===== src/rtl/sdac_pkg.sv =====
package sdac_pkg;

    localparam int FRAME_W  = 16;
    localparam int CODE_W   = 12;
    localparam int MODE_LSB = 12;
    localparam int MODE_W   = 2;

    typedef enum logic [MODE_W-1:0] {
        TERM_DRIVE = 2'b00,
        TERM_1K    = 2'b01,
        TERM_100K  = 2'b10,
        TERM_HIZ   = 2'b11
    } term_mode_e;

    typedef struct packed {
        term_mode_e        mode;
        logic [CODE_W-1:0] code;
    } ctrl_word_t;

    typedef struct packed {
        logic drive;
        logic r1k;
        logic r100k;
        logic hiz;
    } term_sel_t;

    function automatic ctrl_word_t unpack_frame(input logic [FRAME_W-1:0] f);
        ctrl_word_t r;
        r.mode = term_mode_e'(f[MODE_LSB+MODE_W-1:MODE_LSB]);
        r.code = f[CODE_W-1:0];
        return r;
    endfunction

    function automatic term_sel_t term_decode(input term_mode_e m);
        term_sel_t s;
        s = '0;
        case (m)
            TERM_DRIVE: s.drive = 1'b1;
            TERM_1K:    s.r1k   = 1'b1;
            TERM_100K:  s.r100k = 1'b1;
            default:    s.hiz   = 1'b1;
        endcase
        return s;
    endfunction

endpackage


===== src/rtl/sdac_pin_sync.sv =====
module sdac_pin_sync #(
    parameter int               W       = 3,
    parameter int               STAGES  = 2,
    parameter logic [W-1:0]     RST_VAL = '1
) (
    input  logic         clk,
    input  logic         rst,
    input  logic [W-1:0] raw,
    output logic [W-1:0] cur,
    output logic [W-1:0] prev
);

    logic [STAGES-1:0][W-1:0] stg;

    always_ff @(posedge clk) begin
        if (rst) begin
            stg  <= {STAGES{RST_VAL}};
            prev <= RST_VAL;
        end else begin
            stg[0] <= raw;
            for (int s = 1; s < STAGES; s++) begin
                stg[s] <= stg[s-1];
            end
            prev <= stg[STAGES-1];
        end
    end

    assign cur = stg[STAGES-1];

endmodule


===== src/rtl/sdac_shift_rx.sv =====
module sdac_shift_rx #(
    parameter int FRAME_W = 16
) (
    input  logic               clk,
    input  logic               rst,
    input  logic               frame_start,
    input  logic               bit_strobe,
    input  logic               bit_in,
    output logic               word_valid,
    output logic [FRAME_W-1:0] word
);

    localparam int CNT_W = $clog2(FRAME_W + 1);
    localparam logic [CNT_W-1:0] CNT_FULL = CNT_W'(FRAME_W);
    localparam logic [CNT_W-1:0] CNT_LAST = CNT_W'(FRAME_W - 1);

    logic [CNT_W-1:0]   cnt;
    logic [FRAME_W-1:0] shreg;

    always_ff @(posedge clk) begin
        if (rst) begin
            cnt        <= '0;
            shreg      <= '0;
            word_valid <= 1'b0;
        end else begin
            word_valid <= 1'b0;
            if (frame_start) begin
                cnt <= '0;
            end else if (bit_strobe && (cnt < CNT_FULL)) begin
                shreg <= {shreg[FRAME_W-2:0], bit_in};
                cnt   <= cnt + 1'b1;
                if (cnt == CNT_LAST) begin
                    word_valid <= 1'b1;
                end
            end
        end
    end

    assign word = shreg;

    a_r9_cnt_bound: assert property (@(posedge clk) disable iff (rst)
        cnt <= CNT_FULL);

    a_r9_valid_full: assert property (@(posedge clk) disable iff (rst)
        word_valid |-> (cnt == CNT_FULL));

    a_r10_restart_clears: assert property (@(posedge clk) disable iff (rst)
        frame_start |=> (cnt == '0 && !word_valid));

endmodule


===== src/rtl/sdac_ctrl_regs.sv =====
module sdac_ctrl_regs
    import sdac_pkg::*;
(
    input  logic              clk,
    input  logic              rst,
    input  logic              load,
    input  ctrl_word_t        wr_word,
    output logic [CODE_W-1:0] code,
    output term_sel_t         sel,
    output logic              pd
);

    term_mode_e mode_q;

    always_ff @(posedge clk) begin
        if (rst) begin
            code   <= '0;
            mode_q <= TERM_DRIVE;
        end else if (load) begin
            mode_q <= wr_word.mode;
            if (wr_word.mode == TERM_DRIVE) begin
                code <= wr_word.code;
            end
        end
    end

    assign sel = term_decode(mode_q);
    assign pd  = (mode_q != TERM_DRIVE);

    a_r1_reset_state: assert property (@(posedge clk)
        rst |=> (code == '0 && mode_q == TERM_DRIVE));

    a_r3_one_term: assert property (@(posedge clk) disable iff (rst)
        $countones(sel) == 1);

    a_r4_pd_vs_drive: assert property (@(posedge clk) disable iff (rst)
        pd == !sel.drive);

    a_r5_code_held: assert property (@(posedge clk) disable iff (rst)
        (load && wr_word.mode != TERM_DRIVE) |=> $stable(code));

    a_r9_only_on_load: assert property (@(posedge clk) disable iff (rst)
        !load |=> ($stable(code) && $stable(mode_q)));

endmodule


===== src/rtl/sdac_front.sv =====
module sdac_front
    import sdac_pkg::*;
#(
    parameter int SYNC_STAGES = 2
) (
    input  logic              clk,
    input  logic              rst,
    input  logic              sync_n,
    input  logic              sclk,
    input  logic              sdin,
    output logic [CODE_W-1:0] dac_code,
    output logic              pd_active,
    output logic              term_drive,
    output logic              term_1k,
    output logic              term_100k,
    output logic              term_hiz
);

    localparam int PIN_SYNC = 2;
    localparam int PIN_SCLK = 1;
    localparam int PIN_DATA = 0;

    logic [2:0]         pin_cur;
    logic [2:0]         pin_prev;
    logic               frame_start;
    logic               bit_strobe;
    logic               word_valid;
    logic [FRAME_W-1:0] word;
    term_sel_t          sel;

    sdac_pin_sync #(
        .W       (3),
        .STAGES  (SYNC_STAGES),
        .RST_VAL (3'b110)
    ) u_pins (
        .clk  (clk),
        .rst  (rst),
        .raw  ({sync_n, sclk, sdin}),
        .cur  (pin_cur),
        .prev (pin_prev)
    );

    assign frame_start = pin_prev[PIN_SYNC] && !pin_cur[PIN_SYNC];
    assign bit_strobe  = !pin_cur[PIN_SYNC] && pin_prev[PIN_SCLK] && !pin_cur[PIN_SCLK];

    sdac_shift_rx #(
        .FRAME_W (FRAME_W)
    ) u_rx (
        .clk         (clk),
        .rst         (rst),
        .frame_start (frame_start),
        .bit_strobe  (bit_strobe),
        .bit_in      (pin_cur[PIN_DATA]),
        .word_valid  (word_valid),
        .word        (word)
    );

    sdac_ctrl_regs u_regs (
        .clk     (clk),
        .rst     (rst),
        .load    (word_valid),
        .wr_word (unpack_frame(word)),
        .code    (dac_code),
        .sel     (sel),
        .pd      (pd_active)
    );

    assign term_drive = sel.drive;
    assign term_1k    = sel.r1k;
    assign term_100k  = sel.r100k;
    assign term_hiz   = sel.hiz;

    a_r7_no_load_sync_high: assert property (@(posedge clk) disable iff (rst)
        pin_cur[PIN_SYNC] |=> !word_valid);

endmodule


===== config.mk =====
export PLATFORM = sky130hd
export DESIGN_NAME = sdac_front
export DESIGN_NICKNAME = d
export VERILOG_FILES = /design/src/rtl/sdac_pkg.sv /design/src/rtl/sdac_pin_sync.sv /design/src/rtl/sdac_shift_rx.sv /design/src/rtl/sdac_ctrl_regs.sv /design/src/rtl/sdac_front.sv
export SDC_FILE = /design/constraint.sdc
export NUM_CORES = 1
export LEC_CHECK = 0
export BUFFER_PORTS_ARGS = -buffer_cell sky130_fd_sc_hd__buf_2
export CAP_MARGIN = 20
export CELL_PAD_IN_SITES_DETAIL_PLACEMENT = 0
export CELL_PAD_IN_SITES_GLOBAL_PLACEMENT = 1
export CORE_UTILIZATION = 30
export CTS_CLUSTER_DIAMETER = 50
export CTS_CLUSTER_SIZE = 20
export DETAILED_ROUTE_END_ITERATION = 8
export GPL_ROUTABILITY_DRIVEN = 0
export PLACE_DENSITY = 0.62
export SYNTH_ARGS = -nofsm -noshare
export SYNTH_HDL_FRONTEND = slang
export SYNTH_SLANG_ARGS = --single-unit

===== constraint.sdc =====
create_clock -name clk -period 2 [get_ports clk]
set_input_delay 0.1 -clock clk [delete_from_list [all_inputs] [get_ports clk]]
set_output_delay 0.1 -clock clk [all_outputs]
set_load 0.03 [all_outputs]

==> run metrics <==
CTS tree=done; CP Capture Type=flip-flop; Post-CTS Resized=0; Worst Path Arrival=1750 ps; I/O Pins=22; remaining antenna violation count=0; Pint=1136 uW; Final Hold Fails=0; top-area cell type share of the netlist area=53.46%; final-layout fill cell count=522; Via Count=1,015; Reg power frac=59.6%; gr ovfl total=0; root cell of the clock tree=clkbuf_8; Final Worst Setup Slack=457.6 ps; Placed Area=1732 sq um; H-tree levels=2; commonest cells after routing, fill and taps aside=dfxtp_1 (42), mux2i_1 (29), buf_2 (21); Slew HR=56.60%; clock transition at the registers of the reported paths=70 ps; total CTS buffers=5; r2r endpoint=u_rx.cnt[2]$_SDFFE_PP0P_; syn_area_per_cell=10.85 sq um; vias in the first global route=922; Post-CTS Repair Setup Buffers=0; Clock Path Buffers=2; Place WS=463.2 ps; clk sinks=42; drt pass-1 iters=4; final setup TNS=0 ps; Synth Cell Area=1573 sq um; cells on worst reg2reg path=3; minimum clock period=1542 ps; r2r startpoint=u_rx.cnt[4]$_SDFFE_PP0P_; commonest non-fill, non-tap cell in the layout=dfxtp_1; Area Growth Syn to Fin=17.18%; post-synth top area cell=dfxtp_1; final slew viol count=0; DP HPWL=1676 um; Vias per Instance=4.283; required time of the critical path=2210 ps; Synth cell types=24; initial antenna violation count=0; Max FO, Critical Path=7; Hold Crit Depth=2; Final Cycle Share=77.12%; #FFs+latches synth=42; Synth Instances=145; share of cells above drive strength 1=22.94%; die height=74.41 um; Clock Latency Late Sink=280 ps; wirelength, routed=2443 um; site row count=25; Post-Syn Nets=152; Iter 0 DRT Violations=21; total track usage=10.08%; Worst Hold Endpoint=u_pins.stg[0]$_SDFF_PP0_; switching share of power=19.90%; critical path class=reg -> reg; actual slew at the worst max-slew pin=642.0 ps; Design Area, Final=1843 sq um; Core Region=4880 sq um; Leakage Power=0.0007217 uW; maxcap violations=0; largest net degree at the start of global routing=39; VDD IR max=0.3794 mV; fin nets=176; Clock power frac=38.2%; fmax=648.3 MHz; Critical Path Start Type=flip-flop; Combinational Power Share=2.2%; flop2flop setup slack=460 ps; DRC=0; CTS Hold Bufs=2; placed cells=227; wire length of the first global-routing pass=4140 um; sequential cell area fraction in the yosys report=53.46%; Routed WL per cell=10.31 um; Min-Delay Path Class=in -> reg; Layout Cells excl Fill=237; die area=5536 sq um; antenna cell count=0; RSZ-0062 raised after global routing=false; yosys warns=0; skew final=3.666 ps; top cells by area, synth=dfxtp_1 (53%), mux2i_1 (18%), nand2b_1 (6.0%), nor2_1 (3.8%), or2_2 (2.8%); Initial Util=32.23%; P_sw=282.4 uW; PortBufs=21; endpoints failing setup=0; hold path start=sdin; Power Density=769.8 nW/um^2; status=finished, final reports clean; Chip Width=74.41 um
==> power groups by stage <==
stage          Combinational, uW  Clock (uW)  Sequential, uW
6_report                    30.6         542             846
5_1_grt                     34.5         599             846
4_1_cts                     31.6         572             846
3_5_place_dp                28.6           0             866
3_3_place_gp                28.1           0             865
2_1_floorplan               22.1           0             865
==> metrics by stage <==
step / hold slack, ps / power, uW / utilization, %
after floorplan: 203.8 / 886.7 / -
after global placement: 284.0 / 893.4 / 35.49
after detailed placement: 288.2 / 894.1 / 35.49
after CTS: 34.22 / 1449 / 37.77
after global routing: 36.63 / 1479 / 37.77
final: 35.82 / 1419 / 37.77
==> cells in the mapped netlist <==
master / number
and3_1: 1
nor2_8: 1
a21o_1: 1
nand2b_1: 15
and2_1: 1
nor3b_1: 1
or2_2: 7
dfxtp_1: 42
a21oi_1: 2
clkbuf_1: 4
nor2b_1: 5
ha_1: 2
inv_1: 5
xnor2_1: 1
buf_6: 2
nor3_1: 1
nor4b_1: 1
o21ai_0: 3
or3_1: 2
nor2_1: 16
buf_2: 1
mux2i_1: 29
or4b_4: 1
nand3_1: 1
==> worst max path at each step <==
stage	from	endpoint	slack, ps	cells after the start
after floorplan	u_rx.cnt[4]$_SDFFE_PP0P_	u_rx.word[10]$_SDFFE_PP0P_	510	5
after global routing	u_rx.cnt[4]$_SDFFE_PP0P_	u_rx.word[0]$_SDFFE_PP0P_	370	3
after global placement	u_rx.cnt[4]$_SDFFE_PP0P_	u_rx.word[2]$_SDFFE_PP0P_	500	3
after detailed placement	u_rx.cnt[4]$_SDFFE_PP0P_	u_rx.word[2]$_SDFFE_PP0P_	460	3
final	u_rx.cnt[4]$_SDFFE_PP0P_	u_rx.cnt[2]$_SDFFE_PP0P_	460	3
after CTS	u_rx.cnt[4]$_SDFFE_PP0P_	u_rx.word[2]$_SDFFE_PP0P_	460	3
==> flip-flops by register name, indices dropped and copies added, names as in the netlist <==
name,flops
u_pins.cur,3
u_pins.prev,2
u_pins.stg,3
u_regs.code,12
u_regs.mode_q,2
u_rx.cnt,5
u_rx.word,14
u_rx.word_valid,1
==> cells by family (layout without fill, tap and decap cells) <==
family	after synthesis	count (layout)	share of synthesized area, %
AOI/OAI and AO/OA	6	6	2.068
xor gates and xnor gates	1	1	0.5570
adders and majority gates	2	2	1.591
buffers and inverters	12	37	3.898
DFF	42	42	53.46
muxes	29	29	18.46
and+or+nand+nor	53	53	19.97
==> critical path: stages (launching register included) <==
cell	delay [ps]
dfxtp_1	320
or4b_4	600
or3_1	350
a21oi_1	190
==> metal layers <==
layer,GRT usage (%),routed length (um),vias up
li1,-,-,528
met2,15.92,1103,20
met4,6.289,57,0
met1,11.84,1180,460
met5,0,0,-
met3,3.252,102,7
==> cell type report <==
type	count	area, sq um	area share, %
clock buffer	7	86.33	4.684
clock inverter	1	5.005	0.2716
inverter	5	18.77	1.018
multi-input combinational	91	675.6	36.66
sequential	42	840.8	45.62
tap	67	83.83	4.549
timing repair buffer	24	132.6	7.196
Note: power is estimated with default switching activity, not from simulation.
